$ cat config.mk
export PLATFORM = sky130hd
export DESIGN_NAME = adc_rd_ctrl
export DESIGN_NICKNAME = d
export VERILOG_FILES = /design/src/rtl/adc_rd_pkg.sv /design/src/rtl/adc_rd_gap.sv /design/src/rtl/adc_rd_tag.sv /design/src/rtl/adc_rd_ctrl.sv
export SDC_FILE = /design/constraint.sdc
export NUM_CORES = 1
export LEC_CHECK = 0
export BUFFER_PORTS_ARGS = -buffer_cell sky130_fd_sc_hd__buf_2
export CAP_MARGIN = 10
export CORE_ASPECT_RATIO = 1.1
export CORE_MARGIN = 10
export CORE_UTILIZATION = 55
export DETAILED_ROUTE_END_ITERATION = 7
export PLACE_DENSITY = 0.81
export SYNTH_ARGS = -nofsm -noshare
export SYNTH_HDL_FRONTEND = slang
export SYNTH_SLANG_ARGS = --single-unit
$ cat constraint.sdc
create_clock -name clk -period 2.6 [get_ports clk]
set_input_delay 0.39 -clock clk [delete_from_list [all_inputs] [get_ports clk]]
set_output_delay 0.39 -clock clk [all_outputs]
set_load 0.03 [all_outputs]
$ cat src/rtl/adc_rd_pkg.sv
package adc_rd_pkg;
  typedef enum logic [1:0] {ST_IDLE, ST_SETUP, ST_LOW, ST_RESP} rd_st_t;

  typedef struct packed {
    logic [7:0] data;
    logic [2:0] chan;
    logic       stale;
    logic       err;
  } rd_rsp_t;
endpackage

$ cat src/rtl/adc_rd_gap.sv
module adc_rd_gap #(
  parameter int T_GAP = 125
) (
  input  logic clk,
  input  logic rst_n,
  input  logic load,
  output logic zero
);
  localparam int GW = $clog2(T_GAP + 1);

  logic [GW-1:0] left_q;

  always_ff @(posedge clk) begin
    if (!rst_n)           left_q <= '0;
    else if (load)        left_q <= GW'(T_GAP);
    else if (left_q != 0) left_q <= left_q - 1'b1;
  end

  assign zero = (left_q == '0);


  gap_load_chk: assert property (@(posedge clk) disable iff (!rst_n)
    load |=> !zero);
endmodule

$ cat src/rtl/adc_rd_tag.sv
module adc_rd_tag #(
  parameter int CH_W = 3
) (
  input  logic            clk,
  input  logic            rst_n,
  input  logic            clr,
  input  logic            upd,
  input  logic            flush,
  input  logic [CH_W-1:0] new_chan,
  output logic [CH_W-1:0] prev_chan,
  output logic            pv
);
  always_ff @(posedge clk) begin
    if (!rst_n) begin
      prev_chan <= '0;
      pv        <= 1'b0;
    end else if (clr) begin
      pv        <= 1'b0;
    end else if (upd) begin
      prev_chan <= new_chan;
      pv        <= !flush;
    end
  end


  tag_clear_chk: assert property (@(posedge clk) disable iff (!rst_n)
    clr |=> !pv);
endmodule

$ cat src/rtl/adc_rd_ctrl.sv
module adc_rd_ctrl #(
  parameter int CH_W  = 3,
  parameter int D_W   = 8,
  parameter int T_AS  = 25,
  parameter int T_RD  = 30,
  parameter int T_GAP = 125,
  parameter int T_TMO = 200
) (
  input  logic            clk,
  input  logic            rst_n,
  input  logic            req_valid,
  output logic            req_ready,
  input  logic [CH_W-1:0] req_chan,
  input  logic            req_pipe,
  input  logic            req_flush,
  output logic            rsp_valid,
  input  logic            rsp_ready,
  output logic [D_W-1:0]  rsp_data,
  output logic [CH_W-1:0] rsp_chan,
  output logic            rsp_stale,
  output logic            rsp_err,
  output logic [CH_W-1:0] adc_addr,
  output logic            adc_cs_n,
  output logic            adc_rd_n,
  input  logic            adc_rdy,
  input  logic            adc_int_n,
  input  logic [D_W-1:0]  adc_db
);
  import adc_rd_pkg::*;

  localparam int MAX_AR = (T_AS > T_RD) ? T_AS : T_RD;
  localparam int MAXT   = (MAX_AR > T_TMO) ? MAX_AR : T_TMO;
  localparam int CW     = $clog2(MAXT + 1);

  rd_st_t          st_q;
  logic [CW-1:0]   cnt_q;
  logic [CH_W-1:0] chan_q, addr_q;
  logic            mode_q, flush_q, strobe_n_q;
  rd_rsp_t         rsp_q;
  logic            gap_zero, pv;
  logic [CH_W-1:0] prev_chan;

  logic accept, flush_eff, mode_chg, done_w, tmo_w, pend_w, finish;

  assign accept    = req_valid && req_ready;
  assign flush_eff = req_flush && req_pipe;
  assign mode_chg  = accept && (req_pipe != mode_q);
  assign done_w    = (st_q == ST_LOW) && !mode_q && adc_rdy && !adc_int_n;
  assign tmo_w     = (st_q == ST_LOW) && !mode_q && !done_w && (cnt_q == CW'(T_TMO - 1));
  assign pend_w    = (st_q == ST_LOW) && mode_q && (cnt_q == CW'(T_RD - 1));
  assign finish    = done_w || tmo_w || pend_w;

  always_ff @(posedge clk) begin
    if (!rst_n) begin
      st_q       <= ST_IDLE;
      cnt_q      <= '0;
      chan_q     <= '0;
      addr_q     <= '0;
      mode_q     <= 1'b0;
      flush_q    <= 1'b0;
      strobe_n_q <= 1'b1;
      rsp_q      <= '0;
    end else begin
      unique case (st_q)
        ST_IDLE: if (accept) begin
          chan_q  <= req_chan;
          addr_q  <= flush_eff ? '0 : req_chan;
          mode_q  <= req_pipe;
          flush_q <= flush_eff;
          cnt_q   <= '0;
          st_q    <= ST_SETUP;
        end
        ST_SETUP: begin
          if ((cnt_q >= CW'(T_AS - 1)) && (!mode_q || gap_zero)) begin
            strobe_n_q <= 1'b0;
            cnt_q      <= '0;
            st_q       <= ST_LOW;
          end else if (cnt_q < CW'(T_AS - 1)) begin
            cnt_q <= cnt_q + 1'b1;
          end
        end
        ST_LOW: begin
          cnt_q <= cnt_q + 1'b1;
          if (finish) begin
            strobe_n_q  <= 1'b1;
            rsp_q.data  <= adc_db;
            rsp_q.chan  <= mode_q ? prev_chan : chan_q;
            rsp_q.stale <= mode_q && !pv;
            rsp_q.err   <= tmo_w;
            st_q        <= ST_RESP;
          end
        end
        ST_RESP: if (rsp_ready) st_q <= ST_IDLE;
        default: st_q <= ST_IDLE;
      endcase
    end
  end

  adc_rd_gap #(.T_GAP(T_GAP)) gap_i (
    .clk(clk), .rst_n(rst_n), .load(pend_w), .zero(gap_zero)
  );

  adc_rd_tag #(.CH_W(CH_W)) tag_i (
    .clk(clk), .rst_n(rst_n), .clr(mode_chg), .upd(pend_w),
    .flush(flush_q), .new_chan(chan_q), .prev_chan(prev_chan), .pv(pv)
  );

  assign req_ready = (st_q == ST_IDLE);
  assign rsp_valid = (st_q == ST_RESP);
  assign rsp_data  = rsp_q.data;
  assign rsp_chan  = rsp_q.chan;
  assign rsp_stale = rsp_q.stale;
  assign rsp_err   = rsp_q.err;
  assign adc_addr  = addr_q;
  assign adc_cs_n  = strobe_n_q;
  assign adc_rd_n  = strobe_n_q;


  addr_hold_chk: assert property (@(posedge clk) disable iff (!rst_n)
    (!adc_cs_n && !$past(adc_cs_n)) |-> $stable(adc_addr));


  idle_bus_chk: assert property (@(posedge clk) disable iff (!rst_n)
    req_ready |-> (adc_cs_n && adc_rd_n));


  gap_spacing_chk: assert property (@(posedge clk) disable iff (!rst_n)
    ($fell(adc_cs_n) && mode_q) |-> gap_zero);


  rsp_hold_chk: assert property (@(posedge clk) disable iff (!rst_n)
    (rsp_valid && !rsp_ready) |=> (rsp_valid && $stable(rsp_data) &&
                                   $stable(rsp_chan) && $stable(rsp_stale) && !req_ready));
endmodule

==> flow_summary.yaml, run 1 <==
pwr:
  p_per_area_mw_per_mm2: 980
  leakagePower_nw: 1.01
  total_power_mw: 2.42
  vdd_ir_drop_max_mv: 0.527
yosys:
  syn_avg_cell_area_um2: 8.92
  yosysWarnings: 0
  synth.top_cell.area_share: 0.412
  syn_area_mm2: 0.00209
  yosysSeqAreaShare: 0.412
  synth_edf_count: 0
  synth_cell_types: 45
  syn_inst: 234
  synthArstFlopShare: 0
  ys_seq_elements: 43
  synthTopCellsByArea: "dfxtp_1 (41%), mux2i_1 (7.7%), nand2_1 (5.8%)"
  synth.net_count: 262
  synth-main-ff-cell: "dfxtp_1"
  netlist_top_cells_count: "dfxtp_1 (43), nand2_1 (32), nor2_1 (23)"
  synth_most_common_cell: "dfxtp_1"
  synth_area_leader_cell: "dfxtp_1"
detailed_routing:
  avgRoutedWirePerCell_um: 14.5
  vias_per_cell: 5.43
  vias: 1771
  dr.first_iter.drc_count: 113
  routed_wl_mm: 4.73
  drc: 0
  dr.pass1.iters: 5
  ant_nets: 0
cts:
  post-cts-setup-buffer-count: 0
  numClockSinks: 43
  cts.htree.levels: 2
  cts_tree: "done"
  cts_buffer_depth: 2
  insertion_delay_ns: 0.30
  cts_root_buf: "clkbuf_8"
  clk_pin_slew_ns: 0.08
  ctsResizeCount: 0
  numCtsBuffers: 5
  ctsHoldBuffers: 0
setup_path:
  slowest_stage: "or3_1"
  cp_cell_sequence: "or3_1, or3_1, a21oi_1, mux2i_1, nor2_1"
  crit_end: "tag_i.prev_chan[1]"
  r2r_cells: 5
  crit_path_start_kind: "flip-flop"
  slowest_delay_ns: 0.57
  crit_required_ns: 2.78
  critical_path.endpoint_type: "flip-flop"
  cp.arrival_ns: 2.30
  startpoint: "cnt_q[5]"
  reg2reg_from: "cnt_q[5]"
  critPathMaxFanout: 12
  r2r_end: "tag_i.prev_chan[1]"
  criticalPathCategory: "reg -> reg"
  r2r_setup_slack_ns: 0.48
  cp_common_cell: "or3_1"
sta:
  finalCritPeriodShare: 0.815
  hold_viol: 0
  slew_headroom: 0.662
  worst_pin_slew_ns: 0.503
  hold-worst-slack_ns: 0.330
  fin_crit_ns: 2.12
  setup_viol: 0
  fin_skew_ns: 0.00715
  setup_tns_ns: 0
  slew_viol_final: 0
  max_freq_mhz: 472
  grt_setup_unrepaired: "no"
cells_and_area:
  layout-drive-gt1-share: 0.221
  fin_nets: 303
  fillers: 306
  diodes: 0
  area_delta_synth_final_pct: 18.3
global_routing:
  grtUsageTotal: 0.147
  grt_max_degree: 28
  grt_pass1_wl_mm: 8.12
  grt_overflow: 0
  antenna_found_initial: 0
  grt_pass1_vias: 1790
floorplan:
  start_util: 0.571
  die_height_um: 84.6
  fp-row-count: 23
  pin_count: 39
  core_area_mm2: 0.00365
  dieArea_mm2: 0.00666
  fp.dieW_um: 78.7
job:
  max-cap-violations: 0
status:
  status: "finished, final reports clean"
place:
  numPortBuffers: 38
  gp_congestion: 0.870
  dpl.hpwl_mm: 3.41
worst_hold_path:
  hold_path_class: "in -> reg"
-- cells by family after synthesis --
| group | synth area share |
|---|---|
| adder cells (fa/ha/maj) | 0.0540 |
| XOR/XNOR | 0.0210 |
| multiplexers | 0.0767 |
| AO/OA/AOI/OAI | 0.182 |
| buffers and inverters | 0.0480 |
| AND/OR/NAND/NOR | 0.206 |
| flip-flops | 0.412 |
-- flip-flops by register name, indices dropped and copies added (netlist names) --
register,flops
adc_addr,3
adc_cs_n,1
chan_q,3
cnt_q,8
flush_q,1
gap_i.left_q,7
mode_q,1
rsp_chan,3
rsp_data,8
rsp_err,1
rsp_stale,1
st_q,2
tag_i.prev_chan,3
tag_i.pv,1
-- power by group --
part	total [mW]	internal, mW	switching (mW)
combinational	1.04	0.437	0.599
clock	0.541	0.311	0.230
sequential	0.842	0.762	0.0803
-- metal layers --
metal,up-vias,wire (µm),global-route usage
li1,900,-,-
met1,808,2070,0.171
met2,55,2260,0.237
met3,8,309,0.0522
met4,0,92,0.0669
met5,-,0,0
-- worst max-delay path: cells and delay by family, from the launching register on --
| kind | cells | cell delay [ns] |
|---|---|---|
| AND/OR/NAND/NOR | 3 | 0.98 |
| flip-flops | 1 | 0.39 |
| multiplexers | 1 | 0.24 |
| AO/OA/AOI/OAI | 1 | 0.39 |
-- worst min path at each step --
stage                         start  depth (start not counted)     endpoint  slack [ns]
final                     adc_db[5]                          3  rsp_data[5]        0.33
after global placement      flush_q                          2      flush_q        0.44
after CTS                 adc_db[5]                          3  rsp_data[5]        0.32
after detailed placement    rsp_err                          2      rsp_err        0.45
after floorplan             flush_q                          2      flush_q        0.44
after global routing      adc_db[1]                          3  rsp_data[1]        0.35
-- cell usage in the layout, fill, tap and decap left out, drive strengths merged, types with 2 or more instances in the layout --
cell | netlist | final
o21ai | 3 | 3
o22ai | 2 | 2
o211a | 2 | 2
ha | 9 | 9
a21oi | 17 | 17
and3 | 2 | 2
clkinv | 1 | 2
dfxtp | 43 | 43
nand3b | 4 | 4
a22oi | 3 | 3
mux2i | 16 | 16
nand3 | 10 | 10
bufinv | 1 | 2
buf | 2 | 44
inv | 9 | 9
o32ai | 2 | 2
o41ai | 4 | 4
or2 | 2 | 2
or3 | 4 | 4
nand4 | 2 | 2
nor3 | 2 | 2
clkbuf | 8 | 6
nand2 | 32 | 32
o21a | 2 | 2
nor2b | 3 | 3
o211ai | 2 | 2
xor2 | 2 | 2
nor2 | 24 | 24
a211oi | 4 | 4
xnor2 | 3 | 3
o22a | 4 | 4
-- stage by stage --
step	cells	worst slack, ns	utilization	instance area [µm²]
6_report	326	0.481	0.676	2470
4_1_cts	326	0.474	0.676	2470
3_3_place_gp	318	0.531	0.644	2350
3_5_place_dp	318	0.488	0.644	2350
5_1_grt	326	0.253	0.676	2470
2_1_floorplan	234	0.616	-	2090
-- final cells by class --
cell class              count  area, µm²  area share
repair buffers             44        248       0.100
clock buffers               6       82.6      0.0334
flip-flops and latches     43        861       0.349
well taps                  50       62.6      0.0253
clock inverters             2       35.0      0.0142
multi-input cells         170       1130       0.456
inverters                  11       55.1      0.0223
(Power assumes the default switching activity.)
==> inputs of run 2 (changes only) <==
==> constraint.sdc (replaced) <==
create_clock -name clk -period 2.1 [get_ports clk]
set_input_delay 0.315 -clock clk [delete_from_list [all_inputs] [get_ports clk]]
set_output_delay 0.315 -clock clk [all_outputs]
set_load 0.03 [all_outputs]
==> flow_summary.yaml, run 2 (same netlist as run 1, synthesis figures left out) <==
setup_path:
  cp.arrival_ns: 2.13
  crit_path_start_kind: "flip-flop"
  critical_path.endpoint_type: "flip-flop"
  criticalPathCategory: "reg -> reg"
  critPathMaxFanout: 8
  crit_required_ns: 2.27
cells_and_area:
  diodes: 0
  final_cell_mix: "dfxtp_1 (43), buf_2 (38), nand2_1 (32), nor2_1 (23), a21oi_1 (17)"
  fin_area_mm2: 0.00249
  instances_no_fill: 329
  area_delta_synth_final_pct: 19.5
  fin_nets: 307
  final_common_cell: "dfxtp_1"
  layout-drive-gt1-share: 0.233
  fin_util: 0.682
detailed_routing:
  drc: 0
  dr.first_iter.drc_count: 126
  vias: 1797
  routed_wl_mm: 4.56
  ant_nets: 0
  avgRoutedWirePerCell_um: 13.8
  dr.pass1.iters: 4
  vias_per_cell: 5.46
cts:
  cts.htree.levels: 2
  numClockSinks: 43
  insertion_delay_ns: 0.29
  cts_root_buf: "clkbuf_8"
  cts_buffer_depth: 2
  post-cts-setup-buffer-count: 0
  clk_pin_slew_ns: 0.08
  cts_tree: "done"
  numCtsBuffers: 5
pwr:
  p_seq_frac: 0.354
  vdd_ir_drop_max_mv: 0.851
  total_power_mw: 2.96
  leakagePower_nw: 1.02
  clock_power_share: 0.212
  p_sw_frac: 0.374
  power_frac_comb: 0.435
  p_per_area_mw_per_mm2: 1190
  switchingPower_mw: 1.10
  p_int_mw: 1.85
sta:
  slew_viol_final: 0
  setup_tns_ns: 0
  setup_viol: 0
  finalCritPeriodShare: 0.932
  max_freq_mhz: 511
  fin_crit_ns: 1.96
  hold_viol: 0
  fin_skew_ns: 0.00583
  slew_headroom: 0.685
  worst_pin_slew_ns: 0.472
  grt_setup_unrepaired: "no"
global_routing:
  grt_max_degree: 35
  grtUsageTotal: 0.141
  grt_overflow: 0
  grt_pass1_wl_mm: 7.95
  grt_pass1_vias: 1828
  antenna_found_initial: 0
place:
  place_area_mm2: 0.00238
  dpl.hpwl_mm: 3.29
  gp_congestion: 0.851
  dp.cells: 322
  numPortBuffers: 38
floorplan:
  fp.dieW_um: 78.7
  dieArea_mm2: 0.00666
  die_height_um: 84.6
  fp-row-count: 23
  core_area_mm2: 0.00365
  pin_count: 39
  start_util: 0.571
status:
  status: "finished, final reports clean"
job:
  max-cap-violations: 0
worst_hold_path:
  hold_path_class: "in -> reg"
==> run 2: cell types whose count changed in the layout (fill, tap and decap cells not counted) <==
cell        before  now
buf_4            5    9
clkbuf_8         6    5
clkinv_2         1    0
clkinvlp_4       0    1
nor3b_1          1    0
nor3b_2          0    1
==> run 2: per-layer routing <==
metal	GRT usage	vias up	routed length (µm)
met5	0	-	0
met4	0.0375	0	23
met3	0.0512	2	320
met2	0.241	54	2180
met1	0.161	832	2030
li1	-	909	-
==> run 2: final timing paths <==
check,startpoint,endpoint,slack [ns],depth (start not counted)
max,gap_i.left_q[0],cnt_q[5],0.14,7
min,adc_db[2],rsp_data[2],0.26,3
max reg2reg,gap_i.left_q[0],cnt_q[5],0.14,7
min reg2reg,flush_q,flush_q,0.46,2
==> run 2: final cells by class <==
cell class	instances	area (µm²)
Clock buffer	5	68.8
Clock inverter	2	37.5
Sequential cell	43	861
Multi-Input combinational cell	170	1130
Inverter	11	55.1
Timing Repair Buffer	48	278
Fill cell	311	1160
Tap cell	50	62.6
==> run 2: metrics by stage <==
step / hold slack [ns] / setup WS, ns
6_report: 0.259 / 0.142
5_1_grt: 0.264 / 0.0122
4_1_cts: 0.256 / 0.150
3_5_place_dp: 0.447 / 0.0217
3_3_place_gp: 0.444 / 0.142
2_1_floorplan: 0.436 / 0.116
==> run 2: power groups by stage <==
stage | logic, mW | clock network (mW) | registers, mW
3_3_place_gp | 1.25 | 0 | 1.06
3_5_place_dp | 1.27 | 0 | 1.06
2_1_floorplan | 0.933 | 0 | 1.10
6_report | 1.29 | 0.626 | 1.05
4_1_cts | 1.29 | 0.641 | 1.05
5_1_grt | 1.44 | 0.673 | 1.06
==> run 2: worst max-delay path, cell delays in order, from the launching register on <==
cell and delay [ns]:
dfxtp_1 0.33, inv_1 0.08, ha_1 0.16, nor3b_2 0.27, a21boi_1 0.17, a221oi_4 0.30
o211ai_4 0.18, o41ai_1 0.36
==> run 2: repair_timing <==
action                                  4_1_cts  5_1_grt
gates resized for setup                       1        0
endpoints found under the setup margin        1        0
hold endpoints to repair                      0        0
hold buffers                                  0        0
==> inputs of run 3 (changes only) <==
--- a/config.mk
+++ b/config.mk
@@ -10,8 +10,10 @@
 export CORE_ASPECT_RATIO = 1.1
 export CORE_MARGIN = 10
 export CORE_UTILIZATION = 55
+export CTS_BUF_LIST = sky130_fd_sc_hd__clkbuf_8
 export DETAILED_ROUTE_END_ITERATION = 7
 export PLACE_DENSITY = 0.81
+export SETUP_SLACK_MARGIN = 0.15
 export SYNTH_ARGS = -nofsm -noshare
 export SYNTH_HDL_FRONTEND = slang
 export SYNTH_SLANG_ARGS = --single-unit
==> flow_summary.yaml, run 3 (same netlist as run 1, synthesis figures left out) <==
floorplan:
  fp-row-count: 23
  die_height_um: 84.6
  dieArea_mm2: 0.00666
  start_util: 0.571
  pin_count: 39
  fp.dieW_um: 78.7
  core_area_mm2: 0.00365
sta:
  fin_crit_ns: 1.92
  slew_headroom: 0.716
  grt_setup_unrepaired: "yes"
  setup_viol: 0
  fin_skew_ns: 0.00543
  hold_viol: 0
  max_freq_mhz: 522
  slew_viol_final: 0
  finalCritPeriodShare: 0.913
  setup_tns_ns: 0
  worst_pin_slew_ns: 0.425
setup_path:
  critical_path.endpoint_type: "flip-flop"
  reg2reg_from: "gap_i.left_q[0]"
  r2r_setup_slack_ns: 0.18
  cp_cell_sequence: "inv_2, ha_2, nor3b_4, a21boi_2, a221oi_4, o211ai_4, o41ai_2"
  cp.depth: 7
  cp_num_buf_inv: 1
  r2r_cells: 7
  slowest_delay_ns: 0.35
  r2r_end: "cnt_q[4]"
  cp.arrival_ns: 2.13
  startpoint: "gap_i.left_q[0]"
  criticalPathCategory: "reg -> reg"
  crit_end: "cnt_q[4]"
  critPathTopFamily: "compound AO/OA/AOI/OAI gates"
  crit_required_ns: 2.31
  slowest_stage: "o41ai_2"
  crit_path_start_kind: "flip-flop"
  critPathMaxFanout: 8
cts:
  cts_buffer_depth: 2
  insertion_delay_ns: 0.30
  clk_pin_slew_ns: 0.08
  cts_tree: "done"
  cts_root_buf: "clkbuf_8"
  numCtsBuffers: 5
  cts.htree.levels: 2
  numClockSinks: 43
place:
  numPortBuffers: 38
  dpl.hpwl_mm: 3.46
  gp_congestion: 0.792
cells_and_area:
  diodes: 0
  final_common_cell: "dfxtp_1"
  area_delta_synth_final_pct: 21.3
  layout-drive-gt1-share: 0.271
  regArea_um2: 862
  final_cell_mix: "dfxtp_1 (42), buf_2 (38), nand2_1 (32), nor2_1 (23)"
  multi_input_area_mm2: 0.00117
  fillers: 321
  fin_nets: 308
detailed_routing:
  dr.pass1.iters: 5
  vias: 1810
  drc: 0
  routed_wl_mm: 4.73
  dr.first_iter.drc_count: 106
  ant_nets: 0
  avgRoutedWirePerCell_um: 14.3
  vias_per_cell: 5.48
global_routing:
  grt_pass1_vias: 1763
  grtUsageTotal: 0.145
  grt_pass1_wl_mm: 8.07
  antenna_found_initial: 0
  grt_max_degree: 35
  grt_overflow: 0
job:
  max-cap-violations: 0
pwr:
  total_power_mw: 3.03
  p_per_area_mw_per_mm2: 1200
  vdd_ir_drop_max_mv: 0.808
  leakagePower_nw: 1.04
status:
  status: "finished, final reports clean"
worst_hold_path:
  hold_path_class: "in -> reg"
==> run 3: changes by cell type in the layout (fill, tap and decap cells not counted), sizes merged <==
cell and delta:
buf +1
==> run 3: timing repair <==
| action | in CTS | in global routing |
|---|---|---|
| resized for setup | 3 | 10 |
| setup buffers | 0 | 2 |
| hold endpoints to repair | 0 | 0 |
| hold buffers | 0 | 0 |
| endpoints found under the setup margin | 8 | 20 |
| pin swaps | 2 | 4 |
==> run 3: where the power goes <==
part	total (mW)	internal (mW)	switching, mW
Sequential	1.05	0.943	0.108
Clock	0.636	0.348	0.289
Combinational	1.34	0.583	0.759
Total	3.03	1.87	1.16
==> run 3: worst min path at each step <==
stage	start	endpoint	slack, ns	cells past startpoint
6_report	adc_db[1]	rsp_data[1]	0.25	3
5_1_grt	req_chan[0]	chan_q[0]	0.27	3
4_1_cts	adc_db[1]	rsp_data[1]	0.25	3
3_5_place_dp	flush_q	flush_q	0.45	2
3_3_place_gp	rsp_err	rsp_err	0.44	2
2_1_floorplan	flush_q	flush_q	0.44	2
==> run 3: tightest hold or removal path, stage by stage <==
cell and delay [ns]:
buf_2 0.07, mux2i_1 0.05, nor2_1 0.07
==> run 3: metal layers <==
| layer | global-route usage | share of wire |
|---|---|---|
| met2 | 0.236 | 0.48 |
| met4 | 0.0489 | 0.0095 |
| met3 | 0.0672 | 0.086 |
| met1 | 0.164 | 0.42 |
| met5 | 0 | 0 |
==> run 3: cell type report <==
| type | instances | share of cell area |
|---|---|---|
| clock inverter | 2 | 0.0148 |
| inverter | 11 | 0.0217 |
| multi-input combinational | 170 | 0.463 |
| tap | 50 | 0.0247 |
| clock buffer | 5 | 0.0272 |
| timing repair buffer | 49 | 0.108 |
| sequential | 43 | 0.340 |
==> run 3: per-stage QoR <==
step,hold slack [ns],setup slack (ns),instances,cell area (µm²),util
2_1_floorplan,0.436,0.187,234,2090,-
3_3_place_gp,0.438,0.0908,321,2370,0.648
3_5_place_dp,0.449,0.0223,321,2370,0.648
4_1_cts,0.249,0.159,328,2480,0.680
5_1_grt,0.266,0.0768,330,2530,0.693
6_report,0.246,0.183,330,2530,0.693
